[src/rtl/drvcore_pkg.sv]
package drvcore_pkg;

    typedef enum logic [2:0] {
        DRV_OFF,
        DRV_LOW,
        DRV_HIGH,
        DRV_PASS,
        DRV_INV
    } drv_mode_e;

    // Priority: disable, then force-low, then force-high, then polarity
    function automatic drv_mode_e pick_mode(input logic en,
                                            input logic lo_n,
                                            input logic hi_n,
                                            input logic inv);
        if (!en)        return DRV_OFF;
        else if (!lo_n) return DRV_LOW;
        else if (!hi_n) return DRV_HIGH;
        else if (inv)   return DRV_INV;
        else            return DRV_PASS;
    endfunction

endpackage

[src/rtl/drv_shift_lane.sv]
module drv_shift_lane #(
    parameter int LEN = 16
) (
    input  logic           clk,
    input  logic           rst,
    input  logic           dir,
    input  logic           ser_a_i,
    input  logic           ser_b_i,
    output logic           ser_a_o,
    output logic           ser_b_o,
    output logic [LEN-1:0] bits_o
);

    typedef struct packed {
        logic [LEN-1:0] sr;
    } lane_state_t;

    lane_state_t st_d, st_q;

    always_comb begin
        st_d = st_q;
        if (rst) begin
            st_d.sr = '0;
        end else if (!dir) begin
            st_d.sr = {st_q.sr[LEN-2:0], ser_a_i};
        end else begin
            st_d.sr = {ser_b_i, st_q.sr[LEN-1:1]};
        end
    end

    always_ff @(posedge clk) begin
        st_q <= st_d;
    end

    // the end that is not an input returns the bit about to leave
    assign ser_b_o = !rst && !dir && st_q.sr[LEN-1];
    assign ser_a_o = !rst &&  dir && st_q.sr[0];
    assign bits_o  = st_q.sr;

endmodule

[src/rtl/drv_hold_latch.sv]
module drv_hold_latch #(
    parameter int W = 96
) (
    input  logic         clk,
    input  logic         rst,
    input  logic         le,
    input  logic [W-1:0] data_i,
    output logic [W-1:0] data_o
);

    typedef struct packed {
        logic [W-1:0] held;
    } hold_state_t;

    hold_state_t st_d, st_q;

    always_comb begin
        st_d = st_q;
        if (rst) begin
            st_d.held = '0;
        end else if (le) begin
            st_d.held = data_i;
        end
    end

    always_ff @(posedge clk) begin
        st_q <= st_d;
    end

    assign data_o = st_q.held;

endmodule

[src/rtl/drv_out_stage.sv]
module drv_out_stage
    import drvcore_pkg::*;
#(
    parameter int W = 96
) (
    input  logic         oe,
    input  logic         force_lo_n,
    input  logic         force_hi_n,
    input  logic         pol,
    input  logic [W-1:0] held_i,
    output logic [W-1:0] en_o,
    output logic [W-1:0] lvl_o
);

    drv_mode_e mode;

    always_comb begin
        mode = pick_mode(oe, force_lo_n, force_hi_n, pol);
        unique case (mode)
            DRV_OFF:  begin en_o = '0; lvl_o = '0;      end
            DRV_LOW:  begin en_o = '1; lvl_o = '0;      end
            DRV_HIGH: begin en_o = '1; lvl_o = '1;      end
            DRV_INV:  begin en_o = '1; lvl_o = ~held_i; end
            default:  begin en_o = '1; lvl_o = held_i;  end
        endcase
    end

endmodule

[src/rtl/sp_driver_core.sv]
module sp_driver_core #(
    parameter int NUM_LANES = 6,
    parameter int LANE_LEN  = 16
) (
    input  logic                            clk,
    input  logic                            rst,
    input  logic                            dir,
    input  logic                            le,
    input  logic                            oe,
    input  logic                            force_lo_n,
    input  logic                            force_hi_n,
    input  logic                            pol,
    input  logic [NUM_LANES-1:0]            a_in,
    input  logic [NUM_LANES-1:0]            b_in,
    output logic [NUM_LANES-1:0]            a_out,
    output logic [NUM_LANES-1:0]            b_out,
    output logic [NUM_LANES-1:0]            a_oe,
    output logic [NUM_LANES-1:0]            b_oe,
    output logic [NUM_LANES*LANE_LEN-1:0]   ch_en,
    output logic [NUM_LANES*LANE_LEN-1:0]   ch_lvl
);

    localparam int NCH = NUM_LANES * LANE_LEN;

    logic [NCH-1:0] sr_all;
    logic [NCH-1:0] lat_all;

    for (genvar k = 0; k < NUM_LANES; k++) begin : g_lane
        drv_shift_lane #(.LEN(LANE_LEN)) u_lane (
            .clk     (clk),
            .rst     (rst),
            .dir     (dir),
            .ser_a_i (a_in[k]),
            .ser_b_i (b_in[k]),
            .ser_a_o (a_out[k]),
            .ser_b_o (b_out[k]),
            .bits_o  (sr_all[k*LANE_LEN +: LANE_LEN])
        );
    end

    assign a_oe = {NUM_LANES{dir}};
    assign b_oe = {NUM_LANES{~dir}};

    drv_hold_latch #(.W(NCH)) u_hold (
        .clk    (clk),
        .rst    (rst),
        .le     (le),
        .data_i (sr_all),
        .data_o (lat_all)
    );

    drv_out_stage #(.W(NCH)) u_out (
        .oe         (oe),
        .force_lo_n (force_lo_n),
        .force_hi_n (force_hi_n),
        .pol        (pol),
        .held_i     (lat_all),
        .en_o       (ch_en),
        .lvl_o      (ch_lvl)
    );

endmodule

[config.mk]
export PLATFORM = sky130hd
export DESIGN_NAME = sp_driver_core
export DESIGN_NICKNAME = d
export VERILOG_FILES = /design/src/rtl/drvcore_pkg.sv /design/src/rtl/drv_shift_lane.sv /design/src/rtl/drv_hold_latch.sv /design/src/rtl/drv_out_stage.sv /design/src/rtl/sp_driver_core.sv
export SDC_FILE = /design/constraint.sdc
export NUM_CORES = 1
export LEC_CHECK = 0
export BUFFER_PORTS_ARGS = -buffer_cell sky130_fd_sc_hd__buf_2
export CAP_MARGIN = 25
export CORE_UTILIZATION = 50
export CTS_BUF_LIST = sky130_fd_sc_hd__clkbuf_4 sky130_fd_sc_hd__clkbuf_8
export DETAILED_ROUTE_END_ITERATION = 8
export PLACE_DENSITY_LB_ADDON = 0.3
export SYNTH_ARGS = -nofsm -noshare
export SYNTH_HDL_FRONTEND = slang
export SYNTH_SLANG_ARGS = --single-unit
[constraint.sdc]
create_clock -name clk -period 2.9 [get_ports clk]
set_input_delay 0.29 -clock clk [delete_from_list [all_inputs] [get_ports clk]]
set_output_delay 0.29 -clock clk [all_outputs]
set_load 0.05 [all_outputs]
==> out/qor_table.md, run 1 <==
| Metric | This run |
|---|---|
| Final setup TNS | 0 ns |
| Number of failing hold endpoints at the final stage | 0 |
| Post-synthesis cell type with the largest combined area | sky130_fd_sc_hd__dfxtp_1 |
| Number of synthesized flops with an enable pin | 0 |
| Number of buffers added for setup after CTS | 0 |
| Ys async rst share | 0% |
| Total power divided by cell area | 588 mW/mm^2 |
| Worst hold path class | input pin to flop |
| Longest Clk Path Bufs | 2 |
| Clock slew at reported path FFs | 0.09 ns |
| Tcrit/Tclk final | 67.8% |
| Cell with the most instances after synthesis | sky130_fd_sc_hd__nor2_1 |
| Fraction of the yosys area taken by sequential cells | 41.6% |
| Worst-skew pair later-pin latency | 0.47 ns |
| Slew Limit Headroom | 35.1% |
| Net count, final | 1073 |
| Post-Syn Area per Cell | 9.46 sq um |
| First-pass iteration count of the detailed router | 4 |
| Half-perimeter wire length of the detailed placement result | 12200 microns |
| Remaining antenna violation count after routing | 0 |
| Worst slew pin tran | 0.974 ns |
| Fmax | 509 MHz |
| Post-DP Area | 0.00954 sq mm |
| Setup ws final | 0.935 ns |
| Share of the synthesized area in the top cell type | 41.6% |
| Chip height | 138 microns |
| # DRC | 0 |
| Minimum period implied by the final worst setup slack | 1.96 ns |
| Placed Cells incl. Taps | 1263 |
| Post-placement setup slack | 0.952 ns |
| First-iteration detailed-routing DRC count | 343 |
| Worst clock skew | 0.0103 ns |
| Inserted Diodes | 0 |
| Synth Instances | 978 |
| Final std cells w/o fill | 1295 |
| Number of violations of the max-capacitance limit | 0 |
| Core outline area | 0.0180 sq mm |
| Routed wire length | 18500 microns |
| Number of vias per cell after detailed routing | 4.91 |
| Number of port buffers | 235 |
| Critical path launch point type | input pin |
| Largest driver fanout on the critical path | 35 |
| Syn Std Cell Area | 0.00925 sq mm |
| Required @ worst endpoint | 2.61 ns |
| Arrival @ worst endpoint | 1.67 ns |
| Primary FF master, synth | sky130_fd_sc_hd__dfxtp_1 |
| Number of inserted filler cells in the final layout | 1601 |
| FP Rows | 49 |
| Total number of clock tree sinks | 192 |
| Clk Tree Root Cell | sky130_fd_sc_hd__clkbuf_8 |
| Wire length of the first global-routing pass | 28500 microns |
| Layout Utilization | 55.7% |
| Post-synthesis net count | 998 |
| Leakage power | 4.71 nW |
| Combined global-route utilization of all metal layers | 19.4% |
| Antenna violations before repair | 0 |
| Layout area overhead | 8.58% |
| Vias post-DR | 6356 |
| Worst setup EP type | primary output |
| Dominant cells by area after synthesis | sky130_fd_sc_hd__dfxtp_1 (42%), sky130_fd_sc_hd__mux2i_1 (21%), sky130_fd_sc_hd__buf_4 (11%) |
| Via count of the first global-routing pass | 5448 |
| Setup repair after global routing missed its margin | false |
| Power Total | 5.91 mW |
| Hold_buf cts | 0 |
| CTS tree | yes |
| Layout cells sized above 1 | 26.5% |
| Endpoints failing setup | 0 |
| Number of placed I/O pins | 236 |
| Largest net degree at the start of global routing | 97 |
| Total congestion overflow after global routing | 0 |
| Run status | complete, no violations |
| Wire length per cell | 14.3 microns |
| Minimum hold slack | 0.0637 ns |
| Final GP Congestion | 0.739 |
| Maximum level of the CTS H-tree | 4 |
| Area of the die | 0.0190 sq mm |
| Final Cell Area | 0.0100 sq mm |
| CTS Buf Count | 17 |
| Number of distinct standard cells referenced by the synthesized netlist | 15 |
| Pins Over Slew Limit | 0 |
| Yosys synthesis warning count | 0 |
| Number of storage elements in the synthesis netlist | 192 |
| Initial core utilization | 51.3% |
| Type of the worst setup path | input pin to primary output |
| Number of gates resized after CTS | 0 |
| Width of the die | 138 microns |
| Peak ir drop on the vdd network | 0.273 mV |
| Post-synth top cells | sky130_fd_sc_hd__nor2_1 (193), sky130_fd_sc_hd__dfxtp_1 (192), sky130_fd_sc_hd__mux2i_1 (192) |
-- critical path, stage by stage --
cell	delay [ns]
sky130_fd_sc_hd__buf_4	0.46
sky130_fd_sc_hd__buf_12	0.29
sky130_fd_sc_hd__xnor2_1	0.12
sky130_fd_sc_hd__a21oi_1	0.15
sky130_fd_sc_hd__buf_2	0.28
-- flip-flops by register name (all words and copies together) (netlist names) --
name and count:
g_lane.u_lane.bits_o 96, u_hold.data_o 96
-- logic make-up (layout without fill, tap and decap cells) --
kind of cell,Yosys count,in the layout,share of synthesized area [%]
AO/OA/AOI/OAI,96,96,5.20
XOR/XNOR,96,96,9.09
buffers and inverters,195,283,14.6
flip-flops,192,192,41.6
multiplexers,192,192,20.8
AND/OR/NAND/NOR,207,207,8.77
-- final cells by class --
class,instances,area (sq um),area share [%]
multi-input combinational,591,4060,40.4
sequential,192,3840,38.3
timing repair buffer,250,1350,13.4
tap,229,287,2.85
clock inverter,15,265,2.64
clock buffer,17,234,2.33
inverter,1,3.75,0.0374
-- per-layer routing --
| layer | routed length, microns | vias to the layer above | GRT usage (%) |
|---|---|---|---|
| li1 | - | 3234 | - |
| met1 | 8680 | 2914 | 25.9 |
| met2 | 8740 | 183 | 31.5 |
| met3 | 720 | 25 | 3.36 |
| met4 | 323 | 0 | 6.70 |
| met5 | 0 | - | 0 |
-- final timing paths --
kind	depth (start not counted)	slack [ns]	endpoint	from
setup / recovery	5	0.94	ch_lvl[57]	pol
setup reg to reg	2	2.20	u_hold.data_o[19]	g_lane[1].u_lane.bits_o[3]
hold / removal	3	0.06	g_lane[3].u_lane.bits_o[0]	a_in[3]
hold reg to reg	2	0.52	u_hold.data_o[31]	u_hold.data_o[31]
-- power breakdown --
| part | total, mW | internal (mW) | switching [mW] |
|---|---|---|---|
| clock network | 2.11 | 1.20 | 0.920 |
| logic | 1.12 | 0.261 | 0.860 |
| registers | 2.67 | 2.65 | 0.0161 |
| total | 5.91 | 4.11 | 1.80 |
-- placed cells by master (no fill, tap or decap) --
cell type	instances
sky130_fd_sc_hd__inv_1	1
sky130_fd_sc_hd__buf_4	15
sky130_fd_sc_hd__and2b_1	1
sky130_fd_sc_hd__buf_12	3
sky130_fd_sc_hd__buf_6	2
sky130_fd_sc_hd__nor2_1	193
sky130_fd_sc_hd__clkinvlp_4	3
sky130_fd_sc_hd__and2_1	12
sky130_fd_sc_hd__nand2_4	1
sky130_fd_sc_hd__a21oi_1	96
sky130_fd_sc_hd__buf_2	230
sky130_fd_sc_hd__mux2i_1	192
sky130_fd_sc_hd__bufinv_16	7
sky130_fd_sc_hd__clkbuf_8	17
sky130_fd_sc_hd__dfxtp_1	192
sky130_fd_sc_hd__clkinv_4	2
sky130_fd_sc_hd__xnor2_1	96
sky130_fd_sc_hd__clkinv_2	3
No activity file was read; power rests on OpenSTA's default activity.
==> run 2: changes to the inputs <==
--- a/config.mk
+++ b/config.mk
@@ -7,7 +7,7 @@
 export LEC_CHECK = 0
 export BUFFER_PORTS_ARGS = -buffer_cell sky130_fd_sc_hd__buf_2
 export CAP_MARGIN = 25
-export CORE_UTILIZATION = 50
+export CORE_UTILIZATION = 55
 export CTS_BUF_LIST = sky130_fd_sc_hd__clkbuf_4 sky130_fd_sc_hd__clkbuf_8
 export DETAILED_ROUTE_END_ITERATION = 8
 export PLACE_DENSITY_LB_ADDON = 0.3
==> constraint.sdc (replaced) <==
create_clock -name clk -period 2 [get_ports clk]
set_input_delay 0.2 -clock clk [delete_from_list [all_inputs] [get_ports clk]]
set_output_delay 0.2 -clock clk [all_outputs]
set_load 0.05 [all_outputs]
==> run 2 against run 1 <==
Compared with the run above:
- worst setup slack got worse by 0.60 ns
- clock skew is essentially flat
- critical path depth fell by 2
- sequential cell count is the same
- power increased by 35%
- clock power grew 16%
- critical path type is now flop to primary output
- final area grew 1.6%
==> out/qor_table.md, run 2 (synthesized netlist as in run 1, its figures left out) <==
| Metric | This run |
|---|---|
| Run status | complete, no violations |
| Total power divided by cell area | 784 mW/mm^2 |
| Power Total | 8.00 mW |
| Total stage count of the critical path | 3 |
| First-pass iteration count of the detailed router | 4 |
| Met1 demand-to-capacity share in global routing | 27.5% |
| Number of port buffers | 235 |
| Met3 routing resource usage after global routing | 4.09% |
| Setup ws final | 0.338 ns |
| CTS tree | yes |
| Area of the die | 0.0173 sq mm |
| Largest driver fanout on the critical path | 2 |
| Layout area overhead | 10.3% |
| Critical path's largest stage delay | 0.33 ns |
| Number of violations of the max-capacitance limit | 0 |
| Antenna violations before repair | 0 |
| GR peak layer | met2 |
| Wire length per cell | 13.9 microns |
| Minimum period implied by the final worst setup slack | 1.66 ns |
| Number of placed I/O pins | 236 |
| Initial core utilization | 56.0% |
| Clk Tree Root Cell | sky130_fd_sc_hd__clkbuf_8 |
| Longest Clk Path Bufs | 2 |
| Number of failing hold endpoints at the final stage | 0 |
| Vias post-DR | 6369 |
| Total number of clock tree sinks | 192 |
| Post-placement setup slack | 0.386 ns |
| Leakage power | 4.75 nW |
| Number of inserted filler cells in the final layout | 1440 |
| Final GP Congestion | 0.752 |
| Worst setup EP type | primary output |
| Half-perimeter wire length of the detailed placement result | 11900 microns |
| Number of buffers added for setup after CTS | 0 |
| Arrival @ worst endpoint | 1.46 ns |
| Count of cells along the worst hold path | 3 |
| Maximum level of the CTS H-tree | 4 |
| Worst-skew pair later-pin latency | 0.46 ns |
| CTS Buf Count | 17 |
| R2R cell count | 2 |
| Chip height | 132 microns |
| FP Rows | 47 |
| Worst clock skew | 0.0105 ns |
| Type of the worst setup path | flop to primary output |
| Via count of the first global-routing pass | 5614 |
| Peak ir drop on the vdd network | 0.453 mV |
| Global routing met2 resource utilization | 34.8% |
| Final setup TNS | 0 ns |
| Tcrit/Tclk final | 83.1% |
| Worst hold path class | input pin to flop |
| Critical path launch point type | flop |
| Total congestion overflow after global routing | 0 |
| Minimum hold slack | 0.0347 ns |
| First-iteration detailed-routing DRC count | 385 |
| Routed wire length | 18100 microns |
| Commonest non-fill, non-tap cells in the layout | sky130_fd_sc_hd__buf_2 (223), sky130_fd_sc_hd__nor2_1 (193), sky130_fd_sc_hd__mux2i_1 (192), sky130_fd_sc_hd__dfxtp_1 (192) |
| Slew Limit Headroom | 37.5% |
| Layout cells sized above 1 | 26.3% |
| Net count, final | 1084 |
| Clock slew at reported path FFs | 0.10 ns |
| Final Cell Area | 0.0102 sq mm |
| Cell Chain, Critical Path | xnor2_1, a21oi_1, buf_2 |
| Combined global-route utilization of all metal layers | 20.9% |
| Core outline area | 0.0165 sq mm |
| Fmax | 602 MHz |
| Width of the die | 132 microns |
| Worst slew pin tran | 0.938 ns |
| Required @ worst endpoint | 1.80 ns |
| Wire length of the first global-routing pass | 29000 microns |
| Setup repair after global routing missed its margin | false |
| Worst-path cell with the longest stage delay | sky130_fd_sc_hd__dfxtp_1 |
| Number of vias per cell after detailed routing | 4.91 |
| Remaining antenna violation count after routing | 0 |
| Largest net degree at the start of global routing | 133 |
| # DRC | 0 |
| Crit-path leading delay family | flip-flops |
| Endpoints failing setup | 0 |
| Most frequent standard cell in the layout excluding fill and tap cells | sky130_fd_sc_hd__buf_2 |
| Post-DP Area | 0.00970 sq mm |
| Pins Over Slew Limit | 0 |
| Worst Path Buf+Inv | 1 |
[run 2: per-layer routing]
layer	part of all wire [%]	up-vias
met1	47	2938
met5	0	-
li1	-	3255
met3	4.2	13
met4	1.2	0
met2	48	163
[run 2: final timing paths]
| kind | startpoint | endpoint | slack [ns] |
|---|---|---|---|
| setup reg to reg | u_hold.data_o[64] | u_hold.data_o[64] | 1.28 |
| hold / removal | a_in[1] | g_lane[1].u_lane.bits_o[0] | 0.03 |
| setup / recovery | u_hold.data_o[79] | ch_lvl[79] | 0.34 |
| hold reg to reg | g_lane[0].u_lane.bits_o[8] | g_lane[0].u_lane.bits_o[9] | 0.52 |
[run 2: where the power goes]
part | switching [mW] | total, mW | internal, mW
sequential | 0.0232 | 3.87 | 3.85
clock | 1.43 | 2.45 | 1.02
combinational | 1.25 | 1.68 | 0.429
[run 2: worst register-to-register path, delay by kind of cell, from the launching register on]
family / cells / cell delay (ns)
mux: 1 / 0.19
simple gates: 1 / 0.06
flops: 1 / 0.36
[run 2: what timing repair did]
action / CTS / global route
hold buffers: 11 / 0
gates resized for setup: 0 / 0
hold endpoints to repair: 11 / 0
[run 2: through the flow]
| stage | util [%] | cells |
|---|---|---|
| global placement | 58.7 | 1254 |
| CTS | 61.7 | 1297 |
| finish | 61.7 | 1298 |
| detailed placement | 58.7 | 1254 |
| floorplan | - | 978 |
| global route | 61.7 | 1297 |
[run 2: cell type report]
type	count	area, sq um	share of cell area (%)
Clock inverter	15	155	1.52
Tap cell	220	275	2.70
Sequential cell	192	3840	37.7
Clock buffer	17	234	2.29
Multi-Input combinational cell	591	4060	39.8
Inverter	1	3.75	0.0368
Timing Repair Buffer	261	1620	15.9
Antenna cell	1	2.50	0.0245
